<file path="config.mk">
export PLATFORM = sky130hd
export DESIGN_NAME = ialu_exec
export DESIGN_NICKNAME = d
export VERILOG_FILES = /design/src/rtl/ialu_pkg.sv /design/src/rtl/ialu_arith.sv /design/src/rtl/ialu_logic.sv /design/src/rtl/ialu_loop.sv /design/src/rtl/ialu_exec.sv
export SDC_FILE = /design/constraint.sdc
export NUM_CORES = 1
export LEC_CHECK = 0
export BUFFER_PORTS_ARGS = -buffer_cell sky130_fd_sc_hd__buf_4
export CORE_ASPECT_RATIO = 0.9
export CORE_MARGIN = 2
export CORE_UTILIZATION = 45
export CTS_BUF_LIST = sky130_fd_sc_hd__clkbuf_16
export CTS_CLUSTER_DIAMETER = 50
export DETAILED_ROUTE_END_ITERATION = 7
export PLACE_DENSITY = 0.66
export SLEW_MARGIN = 20
export SYNTH_ARGS = -nofsm -noshare
export SYNTH_HDL_FRONTEND = slang
export SYNTH_SLANG_ARGS = --single-unit
</file>
<file path="constraint.sdc">
create_clock -name clk -period 3.85 [get_ports clk]
set_input_delay 0.1925 -clock clk [delete_from_list [all_inputs] [get_ports clk]]
set_output_delay 0.1925 -clock clk [all_outputs]
set_load 0.02 [all_outputs]
</file>
<file path="src/rtl/ialu_pkg.sv">
package ialu_pkg;
    localparam int OP_W = 4;

    typedef enum logic [OP_W-1:0] {
        OP_NOP     = 4'd0,
        OP_ADDU    = 4'd1,
        OP_ADDS    = 4'd2,
        OP_SUBU    = 4'd3,
        OP_SUBS    = 4'd4,
        OP_AND     = 4'd5,
        OP_ANDH    = 4'd6,
        OP_ANDNOT  = 4'd7,
        OP_ANDNOTH = 4'd8,
        OP_OR      = 4'd9,
        OP_ORH     = 4'd10,
        OP_XOR     = 4'd11,
        OP_XORH    = 4'd12,
        OP_BC      = 4'd13,
        OP_BNC     = 4'd14,
        OP_BLA     = 4'd15
    } ialu_op_e;

    typedef enum logic [1:0] {
        CLS_NONE,
        CLS_ARITH,
        CLS_LOGIC,
        CLS_LOOP
    } ialu_cls_e;

    function automatic ialu_cls_e op_class(input ialu_op_e o);
        unique case (o)
            OP_ADDU, OP_ADDS, OP_SUBU, OP_SUBS:           return CLS_ARITH;
            OP_AND, OP_ANDH, OP_ANDNOT, OP_ANDNOTH,
            OP_OR, OP_ORH, OP_XOR, OP_XORH:               return CLS_LOGIC;
            OP_BLA:                                        return CLS_LOOP;
            default:                                       return CLS_NONE;
        endcase
    endfunction
endpackage

</file>
<file path="src/rtl/ialu_arith.sv">
module ialu_arith
    import ialu_pkg::*;
#(
    parameter int W = 32
) (
    input  ialu_op_e     op,
    input  logic [W-1:0] a,
    input  logic [W-1:0] b,
    output logic [W-1:0] res,
    output logic         flag
);
    logic [W:0] uadd;
    logic [W:0] sadd;
    logic       ult;
    logic       slt;

    always_comb begin
        uadd = {1'b0, a} + {1'b0, b};
        sadd = {a[W-1], a} + {b[W-1], b};
        ult  = (a < b);
        slt  = ($signed(a) < $signed(b));
        res  = '0;
        flag = 1'b0;
        unique case (op)
            OP_ADDU: begin res = uadd[W-1:0]; flag = uadd[W]; end
            OP_ADDS: begin res = uadd[W-1:0]; flag = sadd[W]; end
            OP_SUBU: begin res = a - b;       flag = ult;     end
            OP_SUBS: begin res = a - b;       flag = slt;     end
            default: begin res = '0;          flag = 1'b0;    end
        endcase
    end
endmodule

</file>
<file path="src/rtl/ialu_logic.sv">
module ialu_logic
    import ialu_pkg::*;
#(
    parameter int W = 32
) (
    input  ialu_op_e     op,
    input  logic [W-1:0] a,
    input  logic [W-1:0] b,
    output logic [W-1:0] res,
    output logic         zero
);
    localparam int HALF = W / 2;

    logic [W-1:0] b_hi;
    logic [W-1:0] opnd;
    logic         use_hi;

    generate
        if (HALF > 0) begin : g_hi
            assign b_hi = {b[HALF-1:0], {(W-HALF){1'b0}}};
        end else begin : g_nohi
            assign b_hi = b;
        end
    endgenerate

    always_comb begin
        use_hi = (op == OP_ANDH) || (op == OP_ANDNOTH) ||
                 (op == OP_ORH)  || (op == OP_XORH);
        opnd   = use_hi ? b_hi : b;
        unique case (op)
            OP_AND, OP_ANDH:       res = a & opnd;
            OP_ANDNOT, OP_ANDNOTH: res = opnd & ~a;
            OP_OR, OP_ORH:         res = a | opnd;
            OP_XOR, OP_XORH:       res = a ^ opnd;
            default:               res = '0;
        endcase
        zero = (res == '0);
    end
endmodule

</file>
<file path="src/rtl/ialu_loop.sv">
module ialu_loop
    import ialu_pkg::*;
#(
    parameter int W = 32
) (
    input  logic         valid,
    input  ialu_op_e     op,
    input  logic [W-1:0] a,
    input  logic [W-1:0] b,
    input  logic         cc_now,
    input  logic         lcc_now,
    output logic [W-1:0] sum,
    output logic         lcc_new,
    output logic         taken
);
    always_comb begin
        sum     = a + b;
        // Sign-dependent rule: negative step waits for the sum to cross back to >= 0.
        lcc_new = a[W-1] ? ~sum[W-1] : sum[W-1];
        taken   = 1'b0;
        if (valid) begin
            unique case (op)
                OP_BC:   taken = cc_now;
                OP_BNC:  taken = ~cc_now;
                OP_BLA:  taken = lcc_now;
                default: taken = 1'b0;
            endcase
        end
    end
endmodule

</file>
<file path="src/rtl/ialu_exec.sv">
module ialu_exec
    import ialu_pkg::*;
#(
    parameter int W = 32
) (
    input  logic         clk,
    input  logic         rst_n,
    input  logic         op_valid,
    input  logic [3:0]   op,
    input  logic [W-1:0] src1,
    input  logic [W-1:0] src2,
    output logic [W-1:0] result,
    output logic         res_we,
    output logic         cc,
    output logic         lcc,
    output logic         taken
);
    ialu_op_e     op_e;
    ialu_cls_e    cls;
    logic [W-1:0] ar_res, lg_res, lp_sum;
    logic         ar_flag, lg_zero, lp_lcc;
    logic         cc_q, lcc_q, cc_d, lcc_d;

    assign op_e = ialu_op_e'(op);

    ialu_arith #(.W(W)) u_arith (.op(op_e), .a(src1), .b(src2), .res(ar_res), .flag(ar_flag));
    ialu_logic #(.W(W)) u_logic (.op(op_e), .a(src1), .b(src2), .res(lg_res), .zero(lg_zero));
    ialu_loop  #(.W(W)) u_loop  (.valid(op_valid), .op(op_e), .a(src1), .b(src2),
                                 .cc_now(cc_q), .lcc_now(lcc_q),
                                 .sum(lp_sum), .lcc_new(lp_lcc), .taken(taken));

    // next-state and result selection
    always_comb begin
        cls    = op_valid ? op_class(op_e) : CLS_NONE;
        cc_d   = cc_q;
        lcc_d  = lcc_q;
        result = '0;
        res_we = 1'b0;
        unique case (cls)
            CLS_ARITH: begin cc_d = ar_flag; result = ar_res; res_we = 1'b1; end
            CLS_LOGIC: begin cc_d = lg_zero; result = lg_res; res_we = 1'b1; end
            CLS_LOOP:  begin lcc_d = lp_lcc; result = lp_sum; res_we = 1'b1; end
            default:   begin end
        endcase
    end

    // condition register
    always_ff @(posedge clk or negedge rst_n) begin
        if (!rst_n) begin
            cc_q  <= 1'b0;
            lcc_q <= 1'b0;
        end else begin
            cc_q  <= cc_d;
            lcc_q <= lcc_d;
        end
    end

    assign cc  = cc_q;
    assign lcc = lcc_q;

    AST_SUB_LESS_U: assert property (@(posedge clk) disable iff (!rst_n)
        (op_valid && op == 4'd3) |=> (cc == ($past(src1) < $past(src2))));
    AST_LOGIC_ZERO: assert property (@(posedge clk) disable iff (!rst_n)
        (op_valid && op >= 4'd5 && op <= 4'd12) |=> (cc == ($past(result) == '0)));
    AST_BC_OLD_CC: assert property (@(posedge clk) disable iff (!rst_n)
        (op_valid && op == 4'd13) |-> (taken == cc && !res_we));
    AST_BLA_OLD_LCC: assert property (@(posedge clk) disable iff (!rst_n)
        (op_valid && op == 4'd15) |-> (taken == lcc));
    AST_BLA_CC_HOLD: assert property (@(posedge clk) disable iff (!rst_n)
        (op_valid && op == 4'd15) |=> (cc == $past(cc)));
    AST_LCC_NEG_STEP: assert property (@(posedge clk) disable iff (!rst_n)
        (op_valid && op == 4'd15 && src1[W-1]) |=> (lcc == !$past(result[W-1])));
    AST_LCC_POS_STEP: assert property (@(posedge clk) disable iff (!rst_n)
        (op_valid && op == 4'd15 && !src1[W-1]) |=> (lcc == $past(result[W-1])));
    AST_IDLE_HOLD: assert property (@(posedge clk) disable iff (!rst_n)
        !op_valid |=> ($stable(cc) && $stable(lcc)));
    AST_ARITH_LCC_HOLD: assert property (@(posedge clk) disable iff (!rst_n)
        (op_valid && op >= 4'd1 && op <= 4'd12) |=> $stable(lcc));
endmodule

</file>
# Word level (Yosys, flattened, before mapping)

Memories as Yosys holds them, arrays and structs flattened.
Cells that the tools add are included.

Register bits after elaboration: 2
Bits in latches: 0
Memory bits (writable): 0
ROM bits: 32
Input bits: 71
Output and inout port bits: 36
Word-level logic and storage cells: 57
Memories kept: 1

$add $sub $neg: 4
$mul: 0
Div/mod/pow operators: 0
$lt $le $gt $ge: 2
Equality and inequality tests: 18
Shift operators: 0
Multiplexer cells: 11
Bitwise operators: 7
Reductions and logical operators: 12

Memories:

| memory           | words | width | rd ports | clocked after memory_dff | write ports | RTL line       | source |
|---|---|---|---|---|---|---|---|
| (name not given) | 16    | 2     | 1        | 0                        | 0           | ialu_pkg.sv:31 | `unique case (o)` |

Operators by type and width:

| cell               | number |
|---|---|
| $pmux 32 s4        | 1 |
| $pmux 32 s3        | 1 |
| $add 32x32->33     | 2 |
| $and 32x32->32     | 2 |
| $lt 32x32->1       | 2 |
| $pmux 32 s2        | 1 |
| $add 32x32->32     | 1 |
| $eq 4x4->1 const B | 8 |
| $logic_not 32->1   | 1 |
| $mux 32            | 1 |
| $not 32->32        | 1 |
| $or 32x32->32      | 1 |
| $sub 32x32->32     | 1 |
| $xor 32x32->32     | 1 |
| $eq 4x3->1 const B | 4 |
| $reduce_or 2->1    | 6 |
| $eq 4x2->1 const B | 2 |
| $eq 2x2->1 const B | 2 |
| $eq 4x1->1 const B | 1 |
| $pmux 1 s4         | 1 |
| $logic_or 1x1->1   | 3 |
| $mux 1             | 3 |
| $pmux 1 s3         | 1 |
| $reduce_or 3->1    | 1 |
| 5 further kinds    | 6 |

# Longest topological paths before layout

Gate-level depths: netlist of the first run.

Depth in word-level cells: 9
Mapped depth: 18
Depth with buffers taken out: 17

# Cells and area by module

From an unflattened synthesis of the first run, not the netlist that was laid out.

Cell total of the unflattened synthesis: 1344
Area total of the unflattened synthesis: 9058.7 sq um

Modules (own cells, without submodules):

| module     | times used | cells each | area each (sq um) | seq. area each (sq um) |
|---|---|---|---|---|
| ialu_arith | 1          | 611        | 3900.0            | 0.0 |
| ialu_logic | 1          | 378        | 2519.9            | 0.0 |
| ialu_loop  | 1          | 220        | 1671.6            | 0.0 |
| ialu_exec  | 1          | 135        | 967.2             | 50.0 |

# Worst setup path after synthesis of the first run

OpenSTA, ideal clock, no wires.

Path kind: in2out
Start: input port op[0]
End: output port result[17]
Arrival time: 3116 ps
Required time: 3658 ps
Slack: 542 ps
Cell stages on the path: 17
Path buffers: 4
Path through: inv_1 ha_1 buf_2 inv_1 ha_1 inv_1 o21ai_0 nand2_1 inv_1 ha_1 nor2b_1 nor2b_1 clkbuf_1 clkbuf_1 clkbuf_1 o2111ai_1 a31oi_1

Cells in the longest elaborated chain, start to end: 8
Elaborated cells between the ends (all ways): 34
Those cells by class: 15 x eq/ne; 5 x mux; 4 x bitwise; 9 x reduce/logical; 1 x memory

RTL lines:

| what                                            | RTL line                           | source |
|---|---|---|
| start: declaration                              | ialu_exec.sv:9                     | `input logic [3:0] op,` |
| $eq 4x3->1 / $eq 4x4->1 (equally long branches) | ialu_logic.sv:27, ialu_logic.sv:30 |  |
| $logic_or 1x1->1 (2 in a row)                   | ialu_logic.sv:27                   | `use_hi = (op == OP_ANDH) \|\| (op == OP_ANDNOTH) \|\|` |
| $logic_or 1x1->1                                | ialu_logic.sv:28                   | `(op == OP_ORH) \|\| (op == OP_XORH);` |
| $mux 32                                         | ialu_logic.sv:29                   | `opnd = use_hi ? b_hi : b;` |
| $xor 32x32->32, or another cell as far along    | ialu_logic.sv:34                   | `OP_XOR, OP_XORH: res = a ^ opnd;` |
| $pmux 32 s4                                     | ialu_logic.sv:30                   | `unique case (op)` |
| $pmux 32 s3 *                                   | ialu_exec.sv:39                    | `unique case (cls)` |
| end: declaration                                | ialu_exec.sv:12                    | `output logic [W-1:0] result,` |

Every way passes the cells marked *; elsewhere a longest branch is shown, timed or not.

# Worst setup path in the final report of the first run

Start: input port src1[0]
End: output port result[24]

Cells in the longest elaborated chain, start to end: 3
Elaborated cells between the ends (all ways): 5
Those cells by class: 3 x add/sub; 2 x mux

RTL lines:

| what                                                    | RTL line                                             | source |
|---|---|---|
| start: declaration                                      | ialu_exec.sv:10                                      | `input logic [W-1:0] src1,` |
| $sub 32x32->32 / $add 32x32->33 (equally long branches) | ialu_arith.sv:27, ialu_arith.sv:28, ialu_arith.sv:18 |  |
| $pmux 32 s2                                             | ialu_arith.sv:24                                     | `unique case (op)` |
| $pmux 32 s3 *                                           | ialu_exec.sv:39                                      |  |

Marked as above.

==> results_dict.tcl, run 1 <==
set metrics [dict create \
    first_iter_violations 958 \
    yosysSeqAreaShare_pct 0.756 \
    mappedNetlistArea_um2 6620 \
    clk_path_buf_depth 2 \
    crit_slowest_cell "fa_1" \
    cts_sinks 2 \
    dp_cells 1289 \
    vias_per_cell 6.35 \
    vias 8213 \
    die_w_um 132 \
    powerDensity_nw_per_um2 180 \
    vdd_drop_max_uv 263 \
    routed_wl_um 27000 \
    fin_crit_ns 3.64 \
    syn-num-nets 1193 \
    final_cell_count_no_fill 1293 \
    tightest_slew_ns 0.823 \
    crit_family "compound AO/OA/AOI/OAI gates" \
    p_leak_nw 3.64 \
    synthCells 1015 \
    antenna_found_initial 0 \
    cts_buffers 3 \
    design.die.area_um2 15700 \
    grt_start_max_net_pins 26 \
    drive_above_1_share_pct 15.8 \
    r2r-end "cc" \
    cpPeakStageDelay_ns 0.40 \
    cts_resized 0 \
    setup_violations 0 \
    cp_num_buf_inv 4 \
    diodes 0 \
    rr_worst_depth 9 \
    grt_first_pass_wirelength_um 41400 \
    cts-root-buf "clkbuf_16" \
    min_path_type "in -> async" \
    ys.warnings.count 0 \
    h-tree-depth 1 \
    avgSynthCellArea_um2 6.52 \
    area.sequential_um2 50.0 \
    chipHeight_um 119 \
    skew_ns 0 \
    fp-row-count 42 \
    ys_types 79 \
    crit_type "in -> out" \
    wl_per_cell_um 20.9 \
    critPathLaunchType "input pin" \
    grtUsageTotal_pct 33.0 \
    timing.hold.ws_ns 0.304 \
    grt_overflow_total 0 \
    timing.fmax_ghz 0.274 \
    post-dp-hpwl_um 21900 \
    outcome "finished clean" \
    route.detailed.drc 0 \
    end_kind "output port" \
    cap_violations 0 \
    fin_nets 1275 \
    clkTransAtPathRegs_ns 0.03 \
    worstPathRequired_ns 3.66 \
    arrival_ns 3.45 \
    synth-main-ff-cell "dfrtp_1" \
    io_pins 107 \
    setup_tns_ns 0 \
    portBuffers 106 \
    layout_commonest_cell "buf_4" \
    drv_slew 0 \
    worstReg2RegStart "cc" \
    final_cell_mix "buf_4, ha_1, inv_1, nor2_1, nand2_1" \
    finalHoldViolations 0 \
    initial_utilization_pct 45.5 \
    rsz0062_at_grt "no" \
    path_cells "buf_4 > inv_1 > ha_1 > inv_1 > fa_1 > a21o_1 > a221o_1 > o31a_1 > o21ai_2 > o221ai_1 > a211oi_2 > xnor2_1 > a21oi_1 > nor2_1 > buf_4" \
    fill_cells 1540 \
    core_um2 14600 \
    firstDrtPassIters 6 \
    ys_ff_latch 2 \
    worst-path-max-fanout 6 \
    async_reset_ff_share_pct 100 \
    place.gp.congestion 1.06 \
    synth_edf_count 0 \
    dpl_cell_area_um2 7700 \
    clkLatencyLatePin_ns 0.22 \
    grt_pass1_vias 7186 \
    synthToLayoutAreaGrowth_pct 17.5 \
    cts_tree "built" \
    relSlewSlack_pct 45.2 \
    final_antenna_net_count 0 \
    fin_crit_sh_pct 94.6 \
    worst-r2r-setup-slack_ns 1.88 \
    multi_input_area_um2 5950 \
    postLayoutCellArea_um2 7780 \
]
[sequential cells by signal, indices dropped and copies added, names as in the netlist]
signal / cells
lcc: 1
cc: 1
[cell families after synthesis]
kind of cell    share of synthesized area (%)
xor+xnor                                 6.03
mux                                      3.19
fa+ha+maj                                20.4
simple gates                             25.1
buf+inv                                  9.88
flops                                   0.756
compound gates                           34.6
[cells in the mapped netlist (15+ instances only)]
| library cell | count | area share (%) |
|---|---|---|
| ha_1 | 105 | 20 |
| inv_1 | 103 | 5.8 |
| nor2_1 | 100 | 5.7 |
| nand2_1 | 92 | 5.2 |
| a21oi_1 | 88 | 6.7 |
| clkbuf_1 | 47 | 2.7 |
| o21ai_0 | 46 | 3.5 |
| xnor2_1 | 41 | 5.4 |
| nor3_1 | 30 | 2.3 |
| a31oi_1 | 23 | 2.2 |
| nand2b_1 | 21 | 2.0 |
| mux2i_1 | 20 | 3.0 |
| a21o_1 | 19 | 2.2 |
| o22ai_1 | 16 | 1.5 |
| a211oi_1 | 15 | 1.7 |
[cell type report]
class | count | area share [%]
timing repair buffer | 140 | 13.7
clock buffer | 3 | 0.964
inverter | 106 | 5.11
tap | 198 | 3.18
sequential | 2 | 0.643
multi-input combinational | 844 | 76.4
[layer usage]
layer / track usage (%) / vias up / wire [um]
met3: 2.04 / 32 / 2880
li1: - / 3850 / -
met4: 5.37 / 0 / 407
met1: 52.0 / 3859 / 12600
met5: 0 / - / 0
met2: 49.3 / 472 / 11200
[where the power goes]
part           switching (W)  internal (W)
Combinational       0.000742      0.000470
Clock              0.0000234      0.000132
Sequential        0.00000708     0.0000282
Total               0.000772      0.000630
[through the flow]
stage	utilization, %	total power, W	setup slack, ns
detailed placement	52.9	0.00121	0.276
global route	53.5	0.00150	0.0354
CTS	53.5	0.00138	0.246
global placement	52.9	0.00121	0.315
floorplan	-	0.000808	0.542
finish	53.5	0.00140	0.207
[worst max-delay path by stage]
stage               cells after the start    endpoint  slack, ns  startpoint
CTS                                    15  result[24]       0.25     src1[0]
global route                           15  result[24]       0.04     src1[0]
floorplan                              17  result[17]       0.54       op[0]
global placement                       15  result[24]       0.32     src1[0]
detailed placement                     15  result[24]       0.28     src1[0]
finish                                 15  result[24]       0.21     src1[0]
[timing repair]
| item | in CTS | in global routing |
|---|---|---|
| buffers inserted | 0 | 0 |
| hold buffers | 1 | 0 |
| endpoints found under the setup margin | 0 | 0 |
| endpoints found under the hold margin | 2 | 0 |
Power figures use the tool's default switching activity.
==> run 2: changes to the inputs <==
--- a/config.mk
+++ b/config.mk
@@ -8,11 +8,12 @@
 export BUFFER_PORTS_ARGS = -buffer_cell sky130_fd_sc_hd__buf_4
 export CORE_ASPECT_RATIO = 0.9
 export CORE_MARGIN = 2
-export CORE_UTILIZATION = 45
+export CORE_UTILIZATION = 50
 export CTS_BUF_LIST = sky130_fd_sc_hd__clkbuf_16
 export CTS_CLUSTER_DIAMETER = 50
 export DETAILED_ROUTE_END_ITERATION = 7
-export PLACE_DENSITY = 0.66
+export PLACE_DENSITY = 0.72
+export RECOVER_POWER = 50
 export SLEW_MARGIN = 20
 export SYNTH_ARGS = -nofsm -noshare
 export SYNTH_HDL_FRONTEND = slang
==> results_dict.tcl, run 2 (same netlist as run 1, synthesis figures left out) <==
set metrics [dict create \
    final_cell_count_no_fill 1260 \
    arrival_ns 3.45 \
    vdd_drop_max_uv 287 \
    grt_first_pass_wirelength_um 42000 \
    cts-root-buf "clkbuf_16" \
    drv_slew 0 \
    p_leak_nw 3.60 \
    grt_start_max_net_pins 29 \
    first_iter_violations 1182 \
    setup_violations 0 \
    vias_per_cell 6.51 \
    rr_worst_depth 9 \
    initial_utilization_pct 51.6 \
    antenna_found_initial 0 \
    pre_cts_ws_ns 0.283 \
    crit_slowest_cell "a221oi_2" \
    skew_ns 0 \
    post-dp-hpwl_um 21600 \
    p_total_w 0.00140 \
    io_pins 107 \
    clkTransAtPathRegs_ns 0.03 \
    grt_pass1_vias 7468 \
    relSlewSlack_pct 51.8 \
    design.die.area_um2 14200 \
    rsz0062_at_grt "no" \
    setup_tns_ns 0 \
    cts_buffers 3 \
    cpPeakStageDelay_ns 0.51 \
    cts_tree "built" \
    min_path_type "in -> async" \
    outcome "finished clean" \
    crit_type "in -> out" \
    finalHoldViolations 0 \
    end_kind "output port" \
    firstDrtPassIters 5 \
    h-tree-depth 1 \
    worstReg2RegStart "cc" \
    place.gp.congestion 1.07 \
    drive_above_1_share_pct 14.8 \
    wl_per_cell_um 21.4 \
    layout_commonest_cell "buf_4" \
    fin_crit_ns 3.65 \
    diodes 0 \
    path_cells "buf_4 > inv_1 > ha_1 > nor3b_1 > a211oi_1 > nand2_1 > a221oi_2 > o31a_1 > o31a_1 > xor2_1 > a222oi_1 > nor2_1 > buf_4" \
    fin_ws_ns 0.203 \
    worst-r2r-setup-slack_ns 1.97 \
    die_w_um 125 \
    cts_sinks 2 \
    tightest_slew_ns 0.722 \
    powerDensity_nw_per_um2 182 \
    crit_family "compound AO/OA/AOI/OAI gates" \
    final_cell_mix "buf_4, ha_1, inv_1, nor2_1, nand2_1" \
    fin_util_pct 60.1 \
    grt_overflow_total 0 \
    cp_num_buf_inv 3 \
    critPathLaunchType "input pin" \
    fp-row-count 39 \
    vias 8201 \
    synthToLayoutAreaGrowth_pct 16.5 \
    routed_wl_um 27000 \
    cap_violations 0 \
    cts_resized 0 \
    fin_nets 1276 \
    area.sequential_um2 50.0 \
    worstPathRequired_ns 3.66 \
    dp_cells 1256 \
    fill_cells 1256 \
    r2r-end "cc" \
    chipHeight_um 113 \
    timing.fmax_ghz 0.274 \
    multi_input_area_um2 5940 \
    worst-path-max-fanout 10 \
    fin_crit_sh_pct 94.7 \
    grtUsageTotal_pct 36.5 \
    clkLatencyLatePin_ns 0.22 \
    core_um2 12800 \
    clk_path_buf_depth 2 \
    portBuffers 106 \
    final_antenna_net_count 0 \
    route.detailed.drc 0 \
]
==> run 2: metal layers <==
layer  track usage [%]  vias to the layer above  share of wire (%)
met2              53.0                      516                 40
met1              52.8                     3769                 43
met4              11.5                        0                3.4
li1                  -                     3859                  -
met5                 0                        -                  0
met3              8.75                       57                 14
==> run 2: what timing repair did <==
| action | 4_1_cts | 5_1_grt |
|---|---|---|
| hold buffers | 1 | 0 |
| hold endpoints to repair | 2 | 0 |
| buffers inserted | 0 | 0 |
| setup endpoints to repair | 0 | 0 |
==> run 2: cell type report <==
| cell class | instances | area share [%] |
|---|---|---|
| timing repair buffer | 141 | 13.5 |
| sequential | 2 | 0.649 |
| inverter | 106 | 5.16 |
| clock buffer | 3 | 0.973 |
| tap | 164 | 2.66 |
| multi-input combinational | 844 | 77.0 |
==> run 2: power breakdown <==
group          internal, W  switching, W   total, W
clock network     0.000132     0.0000249   0.000157
registers        0.0000282    0.00000724  0.0000355
logic             0.000463      0.000748    0.00121
total             0.000624      0.000780    0.00140
==> run 2: worst max-delay path by stage <==
stage,start,endpoint,slack [ns],cells after the start
2_1_floorplan,op[0],result[17],0.54,17
3_3_place_gp,src1[0],result[24],0.38,15
3_5_place_dp,src1[0],result[24],0.28,15
4_1_cts,src1[0],result[24],0.28,15
5_1_grt,src1[0],result[24],0.09,15
6_report,src2[3],result[19],0.20,13
==> run 2: stage by stage <==
stage	hold WS [ns]	instance area, um2
2_1_floorplan	-0.103	6620
3_5_place_dp	-0.0223	7680
6_report	0.289	7720
4_1_cts	0.288	7760
5_1_grt	0.299	7720
3_3_place_gp	-0.0245	7680
